<file path="src/rtl/tracker_pkg.sv">
package tracker_pkg;

    localparam int unsigned DEF_K   = 10;
    localparam int unsigned DEF_N   = 18;
    localparam int unsigned COV_NUM = 9;
    localparam int unsigned COV_DEN = 10;

    typedef enum logic [1:0] {
        OP_IDLE   = 2'd0,
        OP_SAMPLE = 2'd1,
        OP_CLEAR  = 2'd2
    } track_op_e;

    // Strictly above COV_NUM/COV_DEN of the total, in integers.
    function automatic logic coverage_met(input int unsigned hits,
                                          input int unsigned total);
        return (COV_DEN * hits) > (COV_NUM * total);
    endfunction

    function automatic logic [DEF_N*DEF_K-1:0] def_values();
        logic [DEF_N*DEF_K-1:0] r;
        r = '0;
        for (int i = 0; i < int'(DEF_N); i++) begin
            r[i*DEF_K +: DEF_K] = DEF_K'((i * 97 + 13) % 1024);
        end
        return r;
    endfunction

    function automatic logic [DEF_N*DEF_K-1:0] def_cares();
        logic [DEF_N*DEF_K-1:0] r;
        logic [DEF_K-1:0]       m;
        r = '0;
        for (int i = 0; i < int'(DEF_N); i++) begin
            m = '1;
            m[i % int'(DEF_K)] = 1'b0;
            if (i % 3 == 0) m[DEF_K-1] = 1'b0;
            r[i*DEF_K +: DEF_K] = m;
        end
        return r;
    endfunction

endpackage

</file>
<file path="src/rtl/vec_matcher.sv">
module vec_matcher #(
    parameter int unsigned K = 10,
    parameter int unsigned N = 18
) (
    input  logic [K-1:0]   pat,
    input  logic           sample,
    input  logic [N*K-1:0] vals,
    input  logic [N*K-1:0] cares,
    output logic [N-1:0]   match
);
    for (genvar g = 0; g < N; g++) begin : g_cmp
        logic [K-1:0] diff;
        assign diff     = (pat ^ vals[g*K +: K]) & cares[g*K +: K];
        assign match[g] = sample & (diff == '0);
    end
endmodule

</file>
<file path="src/rtl/hit_register.sv">
module hit_register
    import tracker_pkg::*;
#(
    parameter int unsigned N     = 18,
    parameter int unsigned CNT_W = 5
) (
    input  logic             clk,
    input  logic             rst,
    input  track_op_e        op,
    input  logic [N-1:0]     new_hits,
    output logic [N-1:0]     hit_map,
    output logic [CNT_W-1:0] hit_cnt
);
    logic [N-1:0]     map_nxt;
    logic [CNT_W-1:0] cnt_nxt;

    always_comb begin
        unique case (op)
            OP_CLEAR:  map_nxt = '0;
            OP_SAMPLE: map_nxt = hit_map | new_hits;
            default:   map_nxt = hit_map;
        endcase
        cnt_nxt = '0;
        for (int i = 0; i < int'(N); i++) begin
            cnt_nxt = cnt_nxt + CNT_W'(map_nxt[i]);
        end
    end

    always_ff @(posedge clk) begin
        if (rst) begin
            hit_map <= '0;
            hit_cnt <= '0;
        end else begin
            hit_map <= map_nxt;
            hit_cnt <= cnt_nxt;
        end
    end
endmodule

</file>
<file path="src/rtl/cycle_counter.sv">
module cycle_counter
    import tracker_pkg::*;
#(
    parameter int unsigned CW = 16
) (
    input  logic          clk,
    input  logic          rst,
    input  track_op_e     op,
    input  logic          done,
    output logic [CW-1:0] cnt
);
    logic at_max;
    assign at_max = (cnt == '1);

    always_ff @(posedge clk) begin
        if (rst || op == OP_CLEAR) begin
            cnt <= '0;
        end else if (!done && !at_max) begin
            cnt <= cnt + 1'b1;
        end
    end
endmodule

</file>
<file path="src/rtl/hit_tracker.sv">
module hit_tracker
    import tracker_pkg::*;
#(
    parameter int unsigned    K     = DEF_K,
    parameter int unsigned    N     = DEF_N,
    parameter int unsigned    CW    = 16,
    parameter logic [N*K-1:0] VEC_VAL  = def_values(),
    parameter logic [N*K-1:0] VEC_CARE = def_cares(),
    localparam int unsigned   CNT_W = $clog2(N + 1)
) (
    input  logic             clk,
    input  logic             rst,
    input  logic             clear_i,
    input  logic             pat_valid_i,
    input  logic [K-1:0]     pat_i,
    output logic [N-1:0]     hit_map_o,
    output logic [CNT_W-1:0] hit_cnt_o,
    output logic [CW-1:0]    cycle_cnt_o,
    output logic             all_hit_o,
    output logic             target_met_o
);
    track_op_e    op;
    logic [N-1:0] match;

    always_comb begin
        if (clear_i)          op = OP_CLEAR;
        else if (pat_valid_i) op = OP_SAMPLE;
        else                  op = OP_IDLE;
    end

    vec_matcher #(.K(K), .N(N)) i_match (
        .pat    (pat_i),
        .sample (pat_valid_i),
        .vals   (VEC_VAL),
        .cares  (VEC_CARE),
        .match  (match)
    );

    hit_register #(.N(N), .CNT_W(CNT_W)) i_hits (
        .clk      (clk),
        .rst      (rst),
        .op       (op),
        .new_hits (match),
        .hit_map  (hit_map_o),
        .hit_cnt  (hit_cnt_o)
    );

    assign all_hit_o    = &hit_map_o;
    assign target_met_o = coverage_met(int'(hit_cnt_o), N);

    cycle_counter #(.CW(CW)) i_cyc (
        .clk  (clk),
        .rst  (rst),
        .op   (op),
        .done (all_hit_o),
        .cnt  (cycle_cnt_o)
    );
endmodule

</file>
<file path="config.mk">
export PLATFORM = sky130hd
export DESIGN_NAME = hit_tracker
export DESIGN_NICKNAME = d
export VERILOG_FILES = /design/src/rtl/tracker_pkg.sv /design/src/rtl/vec_matcher.sv /design/src/rtl/hit_register.sv /design/src/rtl/cycle_counter.sv /design/src/rtl/hit_tracker.sv
export SDC_FILE = /design/constraint.sdc
export NUM_CORES = 1
export LEC_CHECK = 0
export ABC_AREA = 1
export BUFFER_PORTS_ARGS = -buffer_cell sky130_fd_sc_hd__buf_2
export CORE_MARGIN = 2
export CORE_UTILIZATION = 45
export CTS_CLUSTER_DIAMETER = 50
export DETAILED_ROUTE_END_ITERATION = 6
export GPL_TIMING_DRIVEN = 0
export PLACE_DENSITY_LB_ADDON = 0.08
export SYNTH_ARGS = -nofsm -noshare
export SYNTH_HDL_FRONTEND = slang
export SYNTH_SLANG_ARGS = --single-unit
</file>
<file path="constraint.sdc">
create_clock -name clk -period 4.2 [get_ports clk]
set_clock_uncertainty 0.05 [all_clocks]
set_input_delay 0.42 -clock clk [delete_from_list [all_inputs] [get_ports clk]]
set_output_delay 0.42 -clock clk [all_outputs]
set_load 0.01 [all_outputs]
</file>
==> results.rst, run 1 <==
.. list-table::
   :header-rows: 1

   * - Metric
     - Value
   * - Measured slew at the worst slew-check pin
     - 0.538 ns
   * - Die Ht
     - 82.0 µm
   * - CTS buffer count
     - 5
   * - Count of endpoints failing setup in the final report
     - 3
   * - Maximum number of pins on one net before global-route repair
     - 11
   * - Clock tree from TritonCTS
     - done
   * - Number of buffers on the longest clock path
     - 2
   * - Ys Warns
     - 0
   * - List of cells traversed by the critical path
     - buf_12 -> inv_16 -> nand2_8 -> nor3_4 -> nand4_1 -> o21bai_1 -> inv_2 -> nor2_4 -> ha_4 -> fa_1 -> fa_1 -> fa_1 -> fa_1 -> inv_1 -> fa_2 -> inv_2 -> fa_2 -> inv_2 -> nor2_1
   * - Number of remaining DRC errors
     - 0
   * - # IOs
     - 55
   * - First-pass iteration count of the detailed router
     - 5
   * - Critical path capture point type
     - register
   * - ANT nets after route
     - 0
   * - Antenna violations before repair
     - 0
   * - Total area of sequential cells
     - 781 µm²
   * - Antenna cells
     - 0
   * - Post-Syn Nets
     - 442
   * - Required time of the worst setup path
     - 4.31 ns
   * - First-iteration detailed-routing DRC count
     - 285
   * - Max-slew violations
     - 0
   * - Unrepaired setup endpoints after global routing
     - true
   * - Final critical path time including I/O delays and setup
     - 4.32 ns
   * - Number of port buffers
     - 54
   * - Placeable Area
     - 5890 µm²
   * - Tot Pwr
     - 685 µW
   * - Max Fclk
     - 232 MHz
   * - Clock transition at the registers of the reported paths
     - 0.07 ns
   * - Total buffers and inverters traversed by the critical path
     - 6
   * - Worst setup slack for register-to-register paths
     - 0.14 ns
   * - Tot GR Track Use
     - 27.0%
   * - Sequential fraction of the synthesis area
     - 28.5%
   * - Total leakage power
     - 1.75 nW
   * - GR Util met3
     - 5.38%
   * - Crit-path slowest cell
     - fa_1
   * - Final design area excluding fillers
     - 3610 µm²
   * - Wirelength per Cell
     - 15.4 µm
   * - GR Util met1
     - 32.6%
   * - Ratio of total power to cell area
     - 190 nW/µm²
   * - Vias after detailed routing
     - 3,029
   * - Most heavily used metal layer in global routing
     - met2
   * - Die outline area
     - 6720 µm²
   * - Critical Path Most Common Cell
     - fa_1
   * - Max VDD drop
     - 130 µV
   * - Worst min-delay path category
     - input port to register
   * - Ratio of routed vias to standard cells
     - 5.32
   * - CP delay by family, top
     - adder cells
   * - Failing checks
     - setup timing
   * - Syn Std Cell Area
     - 2740 µm²
   * - Fill cell instance count of the final layout
     - 571
   * - Clock Latency Late Sink
     - 0.29 ns
   * - Critical-path maximum fanout
     - 2
   * - Number of distinct library cells after synthesis
     - 32
   * - Gate count of the mapped netlist
     - 403
   * - Worst Slack Setup Final
     - -0.117 ns
   * - Initial core utilization
     - 46.5%
   * - Crit path kind
     - input port to register
   * - Area used by multi-input combinational logic
     - 1820 µm²
   * - Final hold violation count
     - 0
   * - Buffer cell driving the clock tree root
     - clkbuf_8
   * - Worst rel slew slack
     - 64.2%
   * - Total of flip-flops plus latches after synthesis
     - 39
   * - GP Congestion
     - 0.963
   * - Period utilization
     - 103%
   * - Placement Rows
     - 28
   * - Delay of the slowest cell on the worst path
     - 0.55 ns
   * - Synthesis-to-layout area growth
     - 31.8%
   * - Via count of the first global-routing pass
     - 2,862
   * - Met2 capacity usage during global routing
     - 46.2%
   * - Width of the chip
     - 82.0 µm
   * - Global-route wire length before repair
     - 13,500 µm
   * - Detailed Place HPWL
     - 6240 µm
   * - Total cell area at the placement stage
     - 3140 µm²
   * - Final wirelength
     - 8740 µm
   * - Max capacitance violation total
     - 0
   * - Critical Path Start Type
     - input port
   * - Average instance area after synthesis
     - 6.79 µm²
   * - CTS sink cnt
     - 39
   * - Layout net count
     - 534
   * - Remaining Overflow, GRT
     - 0
   * - Deepest level of the CTS H-tree
     - 2
   * - Share of cells above drive strength 1
     - 25.3%
   * - Result of the run
     - complete, but fails checks
   * - Worst path arrival time
     - 4.43 ns
==> Yosys cell counts <==
cell      instances  area share [%]
nand2_1         101              14
nor2_1           62             8.5
inv_1            53             7.3
dfxtp_1          39              29
nand3_1          27             4.9
a21oi_1          25             4.6
nor3_1           15             2.7
nand4_1          14             3.2
fa_1             13             9.5
ha_1             12             5.5
clkbuf_1          5            0.69
xor2_1            4             1.3
a21o_1            3            0.82
a32oi_1           3            0.96
nand3b_1          3            0.82
o21ai_0           3            0.55
nor2_4            2            0.82
nor4_1            2            0.46
o21bai_1          2            0.55
or2_2             2            0.46
xnor2_1           2            0.64
a211oi_1          1            0.27
a21boi_0          1            0.27
a22oi_1           1            0.27
a31o_2            1            0.32
buf_2             1            0.18
buf_6             1            0.41
inv_2             1            0.14
nand2_2           1            0.23
nand4_4           1            0.78
nor2_2            1            0.23
o211ai_1          1            0.27
==> cell type report <==
class / instances / share of cell area [%]
Buffer: 7 / 1.01
Clock buffer: 6 / 2.01
Inverter: 54 / 6.55
Multi-Input combinational cell: 303 / 50.4
Sequential cell: 39 / 21.6
Tap cell: 75 / 2.60
Timing Repair Buffer: 85 / 15.8
==> final timing paths <==
kind                                        start           endpoint  depth (start not counted)
worst max-delay path                     pat_i[7]  i_hits.hit_cnt[1]                         19
worst min-delay path                          rst  i_hits.hit_cnt[2]                          2
worst max register to register  i_hits.hit_map[1]  i_hits.hit_cnt[1]                         14
worst min register to register       i_cyc.cnt[1]       i_cyc.cnt[1]                          2
==> repair_timing <==
action,CTS,global route
pin swaps,3,12
hold buffers,0,0
setup buffers,32,1
setup endpoints to repair,4,5
resized for setup,23,21
==> sequential cells by signal, summed over array words and instances, names as in the netlist <==
signal	count
i_cyc.cnt	16
i_hits.hit_cnt	5
i_hits.hit_map	18
==> cells by family (layout without fill, tap and decap cells) <==
logic type,after synthesis,after routing,synth area share [%]
AOI/OAI and AO/OA,41,41,8.87
xor gates and xnor gates,6,6,1.92
adders and majority gates,25,25,15.0
buffers and inverters,61,152,8.68
DFF,39,39,28.5
and+or+nand+nor,231,231,37.0
==> metrics by stage <==
step | TNS, ns | hold WS [ns] | cells | setup slack (ns) | util [%]
2_1_floorplan | -0.0421 | 0.448 | 403 | -0.0272 | -
3_3_place_gp | -2.11 | 0.433 | 532 | -0.516 | 53.4
3_5_place_dp | -2.21 | 0.439 | 532 | -0.533 | 53.4
4_1_cts | -0.0374 | 0.313 | 570 | -0.0220 | 60.2
5_1_grt | -0.799 | 0.336 | 569 | -0.242 | 61.3
6_report | -0.239 | 0.327 | 569 | -0.117 | 61.3
==> routing by layer <==
layer	share of wire, %	wire (µm)	up-vias
li1	-	-	1483
met1	43	3800	1380
met2	46	4030	138
met3	6.8	593	28
met4	3.6	312	0
met5	0	0	-
==> layout by cell type (no fill, tap or decap), types with 9 or more instances in the layout <==
| master | instances |
|---|---|
| a21oi_1 | 23 |
| buf_2 | 52 |
| buf_4 | 23 |
| buf_6 | 10 |
| dfxtp_1 | 39 |
| fa_1 | 11 |
| ha_1 | 11 |
| inv_1 | 46 |
| nand2_1 | 98 |
| nand3_1 | 27 |
| nand4_1 | 14 |
| nor2_1 | 60 |
| nor3_1 | 9 |
==> power breakdown <==
| group | internal, mW | switching (mW) | total [mW] |
|---|---|---|---|
| clock network | 0.111 | 0.130 | 0.241 |
| registers | 0.371 | 0.00113 | 0.372 |
| logic | 0.0241 | 0.0488 | 0.0729 |
| total | 0.506 | 0.180 | 0.685 |
Note: power is estimated with default switching activity, not from simulation.
==> run 2: changes to the inputs <==
- CORE_MARGIN: 2 -> 5
- GPL_TIMING_DRIVEN: 0 -> 1
==> results.rst, run 2 (synthesis gave the netlist of run 1 again) <==
.. list-table::
   :header-rows: 1

   * - Metric
     - Value
   * - Result of the run
     - complete, but fails checks
   * - Failing checks
     - setup timing
   * - Critical Path Most Common Cell
     - fa_1
   * - Buffer cell driving the clock tree root
     - clkbuf_8
   * - CTS Hold Buffers Added
     - 0
   * - Total buffers and inverters traversed by the critical path
     - 5
   * - Number of cells on the worst hold path
     - 2
   * - Antenna cells
     - 0
   * - Logic depth of the worst register-to-register path
     - 14
   * - Unrepaired setup endpoints after global routing
     - true
   * - Number of buffers on the longest clock path
     - 2
   * - Placed cell count
     - 578
   * - Die outline area
     - 7740 µm²
   * - Maximum number of pins on one net before global-route repair
     - 23
   * - CTS buffer count
     - 5
   * - Critical Path Start Type
     - input port
   * - Final design area excluding fillers
     - 3660 µm²
   * - Place WS
     - -0.399 ns
   * - Number of port buffers
     - 54
   * - Max VDD drop
     - 139 µV
   * - Destination of the worst hold path
     - i_cyc.cnt[1]
   * - Total cell area at the placement stage
     - 3510 µm²
   * - Count of endpoints failing setup in the final report
     - 1
   * - Max FFs per register
     - 18
   * - Final hold violation count
     - 0
   * - Critical path capture point type
     - register
   * - Deepest level of the CTS H-tree
     - 2
   * - # IOs
     - 55
   * - Part of the power in combinational logic
     - 12.2%
   * - Non-filler instance count after layout
     - 587
   * - Register bank with the most flops
     - i_hits.hit_map
   * - Period utilization
     - 101%
   * - First-pass iteration count of the detailed router
     - 4
   * - Measured slew at the worst slew-check pin
     - 0.500 ns
   * - Worst Slack Setup Final
     - -0.0234 ns
   * - Final wirelength
     - 8090 µm
   * - Delay of the slowest cell on the worst path
     - 0.56 ns
   * - Remaining Overflow, GRT
     - 0
   * - Worst path arrival time
     - 4.34 ns
   * - ANT nets after route
     - 0
   * - Ratio of total power to cell area
     - 196 nW/µm²
   * - GP Congestion
     - 0.905
   * - Wirelength per Cell
     - 13.8 µm
   * - Via count of the first global-routing pass
     - 2,867
   * - Number of remaining DRC errors
     - 0
   * - Registers with the most flip-flops
     - i_hits.hit_map: 18 flops, i_cyc.cnt: 16 flops, i_hits.hit_cnt: 5 flops
   * - Startpoint of the lowest-slack hold path
     - i_cyc.cnt[1]
   * - Crit path kind
     - input port to register
   * - Detailed Place HPWL
     - 6490 µm
   * - Critical register-to-register path endpoint
     - i_hits.hit_cnt[1]
   * - Fill cell instance count of the final layout
     - 579
   * - Final critical path time including I/O delays and setup
     - 4.22 ns
   * - Total leakage power
     - 1.83 nW
   * - Antenna violations before repair
     - 0
   * - Max capacitance violation total
     - 0
   * - Required time of the worst setup path
     - 4.32 ns
   * - First-iteration detailed-routing DRC count
     - 188
   * - CP delay by family, top
     - adder cells
   * - Internal Power
     - 526 µW
   * - Initial core utilization
     - 46.2%
   * - Sequential group share of total power
     - 51.7%
   * - Width of the chip
     - 88.0 µm
   * - Vias after detailed routing
     - 2,990
   * - Leading cell type in the layout, fill and taps excluded
     - nand2_1
   * - Relative contribution of the clock network to total power
     - 36.1%
   * - Utilization after layout
     - 61.8%
   * - Tot GR Track Use
     - 22.1%
   * - List of cells traversed by the critical path
     - buf_2 -> inv_2 -> nand2_1 -> nor3_1 -> nand3_1 -> nand2_1 -> ha_1 -> fa_1 -> fa_1 -> fa_1 -> fa_1 -> inv_1 -> fa_2 -> inv_2 -> fa_2 -> inv_2 -> nor2_1
   * - Synthesis-to-layout area growth
     - 33.7%
   * - Share of cells above drive strength 1
     - 27.3%
   * - Layout net count
     - 550
   * - Tot Pwr
     - 719 µW
   * - Max Fclk
     - 237 MHz
   * - Most used cells in the layout excluding fill and tap cells
     - 99 x nand2_1, 61 x nor2_1, 54 x buf_4, 52 x buf_2, 48 x inv_1
   * - Crit-path slowest cell
     - fa_1
   * - Net load switching power
     - 193 µW
   * - Switching share of power
     - 26.8%
   * - Worst rel slew slack
     - 66.7%
   * - Worst setup slack for register-to-register paths
     - 0.20 ns
   * - Die Ht
     - 88.0 µm
   * - Ratio of routed vias to standard cells
     - 5.09
   * - Worst min-delay path category
     - register to register
   * - Global-route wire length before repair
     - 13,400 µm
   * - Clock transition at the registers of the reported paths
     - 0.09 ns
   * - Clock Latency Late Sink
     - 0.30 ns
   * - Clock tree from TritonCTS
     - done
   * - Critical R2R Launch
     - i_hits.hit_map[1]
   * - Cell count along the critical path
     - 17
   * - CTS sink cnt
     - 39
   * - Critical-path maximum fanout
     - 7
   * - Placement Rows
     - 28
   * - Max-slew violations
     - 0
   * - Placeable Area
     - 5920 µm²
## run 2: worst max-delay path by stage
stage | startpoint | end | slack (ns)
after floorplan | pat_i[7] | i_hits.hit_cnt[1] | -0.03
after global placement | pat_i[7] | i_hits.hit_cnt[1] | -0.35
after detailed placement | pat_i[7] | i_hits.hit_cnt[3] | -0.40
after CTS | pat_i[7] | i_hits.hit_cnt[1] | 0.001
after global routing | pat_i[7] | i_hits.hit_cnt[1] | -0.19
final | clear_i | i_hits.hit_cnt[1] | -0.02
## run 2: layout make-up
class	count	area (µm²)	area share, %
sequential	39	781	21.3
multi-input combinational	303	1780	48.6
timing repair buffer	108	697	19.0
inverter	54	224	6.12
clock buffer	6	72.6	1.98
tap	75	93.8	2.56
clock inverter	2	12.5	0.342
## run 2: routing by layer
layer	GRT usage [%]	up-vias	routed length, µm
met4	4.74	0	115
met1	31.5	1379	3820
met3	4.05	9	595
li1	-	1510	-
met5	0	-	0
met2	35.0	92	3570
## run 2: stage by stage
stage | setup TNS (ns) | hold WS (ns)
after detailed placement | -1.55 | 0.444
after CTS | 0 | 0.457
final | -0.0234 | 0.464
after global placement | -1.30 | 0.434
after global routing | -0.569 | 0.481
after floorplan | -0.0421 | 0.448
## run 2: power groups by stage
stage          Clock (mW)  Sequential [mW]  Combinational, mW
6_report            0.260            0.372             0.0878
5_1_grt             0.277            0.372             0.0954
4_1_cts             0.259            0.372             0.0853
3_5_place_dp            0            0.380             0.0812
3_3_place_gp            0            0.380             0.0815
2_1_floorplan           0            0.381             0.0292
## run 2: worst register-to-register path, delay by kind of cell (launching register included)
family / cells / cell delay [ns]
fa+ha+maj: 7 / 2.95
flops: 1 / 0.39
buf+inv: 4 / 0.23
compound gates: 1 / 0.13
simple gates: 2 / 0.12
## run 2: what timing repair did
action                                  4_1_cts  5_1_grt
endpoints found under the setup margin        4        4
pin swaps                                     1        4
buffers inserted                              1        0
resized for setup                             9        9
==> run 3: changes to the inputs <==
- RECOVER_POWER: unset -> 100
==> results.rst, run 3 (synthesis gave the netlist of run 1 again) <==
.. list-table::
   :header-rows: 1

   * - Metric
     - Value
   * - Buffer cell driving the clock tree root
     - clkbuf_8
   * - Ratio of routed vias to standard cells
     - 5.14
   * - Maximum number of pins on one net before global-route repair
     - 23
   * - Register bank with the most flops
     - i_hits.hit_map
   * - First-iteration detailed-routing DRC count
     - 165
   * - Placement Rows
     - 28
   * - Number of buffers on the longest clock path
     - 2
   * - GP Congestion
     - 0.905
   * - CP delay by family, top
     - adder cells
   * - ANT nets after route
     - 0
   * - CTS sink cnt
     - 39
   * - Switching share of power
     - 26.6%
   * - Deepest level of the CTS H-tree
     - 2
   * - Internal Power
     - 526 µW
   * - Width of the chip
     - 88.0 µm
   * - Crit path kind
     - input port to register
   * - Clock transition at the registers of the reported paths
     - 0.08 ns
   * - Synthesis-to-layout area growth
     - 33.0%
   * - First-pass iteration count of the detailed router
     - 5
   * - Final design area excluding fillers
     - 3640 µm²
   * - Worst setup startpoint
     - clear_i
   * - Failing checks
     - setup timing
   * - Max Fclk
     - 236 MHz
   * - Delay of the slowest cell on the worst path
     - 0.56 ns
   * - Number of port buffers
     - 54
   * - Critical Path Most Common Cell
     - fa_1
   * - Measured slew at the worst slew-check pin
     - 0.505 ns
   * - Final hold violation count
     - 0
   * - Die outline area
     - 7740 µm²
   * - Clock Latency Late Sink
     - 0.29 ns
   * - Final critical path time including I/O delays and setup
     - 4.24 ns
   * - Clock tree from TritonCTS
     - done
   * - GR Util met1
     - 31.5%
   * - Die Ht
     - 88.0 µm
   * - Registers with the most flip-flops
     - i_hits.hit_map: 18 flops, i_cyc.cnt: 16 flops, i_hits.hit_cnt: 5 flops
   * - Worst setup slack for register-to-register paths
     - 0.20 ns
   * - Critical path capture point type
     - register
   * - GR Util met3
     - 4.05%
   * - Critical register-to-register path endpoint
     - i_hits.hit_cnt[1]
   * - Final-layout worst hold slack
     - 0.460 ns
   * - Required time of the worst setup path
     - 4.32 ns
   * - Leading cell type in the layout, fill and taps excluded
     - nand2_1
   * - Sequential group share of total power
     - 51.9%
   * - Period utilization
     - 101%
   * - Critical R2R Launch
     - i_hits.hit_map[1]
   * - Ratio of total power to cell area
     - 197 nW/µm²
   * - Total buffers and inverters traversed by the critical path
     - 5
   * - Share of cells above drive strength 1
     - 24.0%
   * - Antenna violations before repair
     - 0
   * - List of cells traversed by the critical path
     - buf_2 -> inv_1 -> nand2_1 -> nor3_1 -> nand3_1 -> nand2_1 -> ha_1 -> fa_1 -> fa_1 -> fa_1 -> fa_1 -> inv_1 -> fa_2 -> inv_2 -> fa_2 -> inv_2 -> nor2_1
   * - Worst min-delay path category
     - register to register
   * - Number of remaining DRC errors
     - 0
   * - Unrepaired setup endpoints after global routing
     - true
   * - Met2 capacity usage during global routing
     - 35.0%
   * - Max FFs per register
     - 18
   * - Setup total negative slack
     - -0.0385 ns
   * - Cell count along the critical path
     - 17
   * - Utilization after layout
     - 61.5%
   * - Worst rel slew slack
     - 66.4%
   * - Result of the run
     - complete, but fails checks
   * - Max capacitance violation total
     - 0
   * - Antenna cells
     - 0
   * - Max VDD drop
     - 137 µV
   * - Total leakage power
     - 1.77 nW
   * - Initial core utilization
     - 46.2%
   * - Most used cells in the layout excluding fill and tap cells
     - 99 x nand2_1, 61 x nor2_1, 53 x buf_4, 49 x inv_1, 39 x dfxtp_1
   * - Layout net count
     - 550
   * - Critical-path maximum fanout
     - 7
   * - Fill cell instance count of the final layout
     - 590
   * - Place WS
     - -0.399 ns
   * - Max-slew violations
     - 0
   * - Critical Path Start Type
     - input port
   * - Vias after detailed routing
     - 3,015
   * - Capturing instance or port of the critical path
     - i_hits.hit_cnt[1]
   * - Net load switching power
     - 191 µW
   * - Remaining Overflow, GRT
     - 0
   * - Final wirelength
     - 8130 µm
   * - Logic depth of the worst register-to-register path
     - 14
   * - Part of the power in combinational logic
     - 12.2%
   * - CTS buffer count
     - 5
   * - CTS Hold Buffers Added
     - 0
   * - Most heavily used metal layer in global routing
     - met2
   * - Via count of the first global-routing pass
     - 2,867
   * - Tot GR Track Use
     - 22.1%
   * - Wirelength per Cell
     - 13.8 µm
   * - Crit-path slowest cell
     - fa_1
   * - Count of endpoints failing setup in the final report
     - 1
   * - Global-route wire length before repair
     - 13,400 µm
   * - Detailed Place HPWL
     - 6490 µm
   * - Total cell area at the placement stage
     - 3510 µm²
   * - Worst path arrival time
     - 4.35 ns
   * - # IOs
     - 55
   * - Worst Slack Setup Final
     - -0.0385 ns
   * - Relative contribution of the clock network to total power
     - 35.9%
   * - Placeable Area
     - 5920 µm²
run 3: changes by cell type in the layout (fill, tap and decap cells not counted), sizes merged:
| cell | delta |
|---|---|
| clkbuf | +17 |
| buf | -17 |
run 3: layout make-up:
cell class / instances / area, µm² / share of cell area [%]
inverters: 54 / 224 / 6.15
clock buffers: 6 / 72.6 / 1.99
flip-flops and latches: 39 / 781 / 21.4
clock inverters: 2 / 12.5 / 0.344
repair buffers: 108 / 677 / 18.6
multi-input cells: 303 / 1780 / 48.9
well taps: 75 / 93.8 / 2.58
run 3: worst min path at each step:
stage,slack (ns),cells after the start,start,to
floorplan,0.45,1,rst,i_hits.hit_cnt[2]
global placement,0.43,2,i_cyc.cnt[1],i_cyc.cnt[1]
detailed placement,0.44,2,i_cyc.cnt[1],i_cyc.cnt[1]
CTS,0.46,2,i_cyc.cnt[1],i_cyc.cnt[1]
global route,0.48,2,i_cyc.cnt[1],i_cyc.cnt[1]
finish,0.46,2,i_cyc.cnt[1],i_cyc.cnt[1]
run 3: repair_timing:
action | 4_1_cts | 5_1_grt
gates resized for setup | 9 | 9
endpoints found under the setup margin | 4 | 4
pin swaps | 1 | 4
buffers inserted | 1 | 0
run 3: per-layer routing:
layer | share of wire [%] | vias to the layer above
li1 | - | 1513
met4 | 1.3 | 0
met5 | 0 | -
met3 | 7.0 | 8
met2 | 44 | 99
met1 | 47 | 1395
run 3: tightest hold or removal path: stages (launching register included):
cell and delay (ns):
dfxtp_1 0.34, nand2_1 0.07, a21oi_1 0.06
run 3: stage by stage:
stage	total power, mW	instances
finish	0.717	587
global route	0.744	587
CTS	0.716	587
detailed placement	0.462	578
global placement	0.462	578
floorplan	0.410	403
run 3: power by group through the flow:
stage	clock network (mW)	registers (mW)	logic, mW
after floorplan	0	0.381	0.0292
final	0.257	0.372	0.0877
after detailed placement	0	0.380	0.0812
after global routing	0.277	0.372	0.0951
after CTS	0.259	0.372	0.0853
after global placement	0	0.380	0.0815
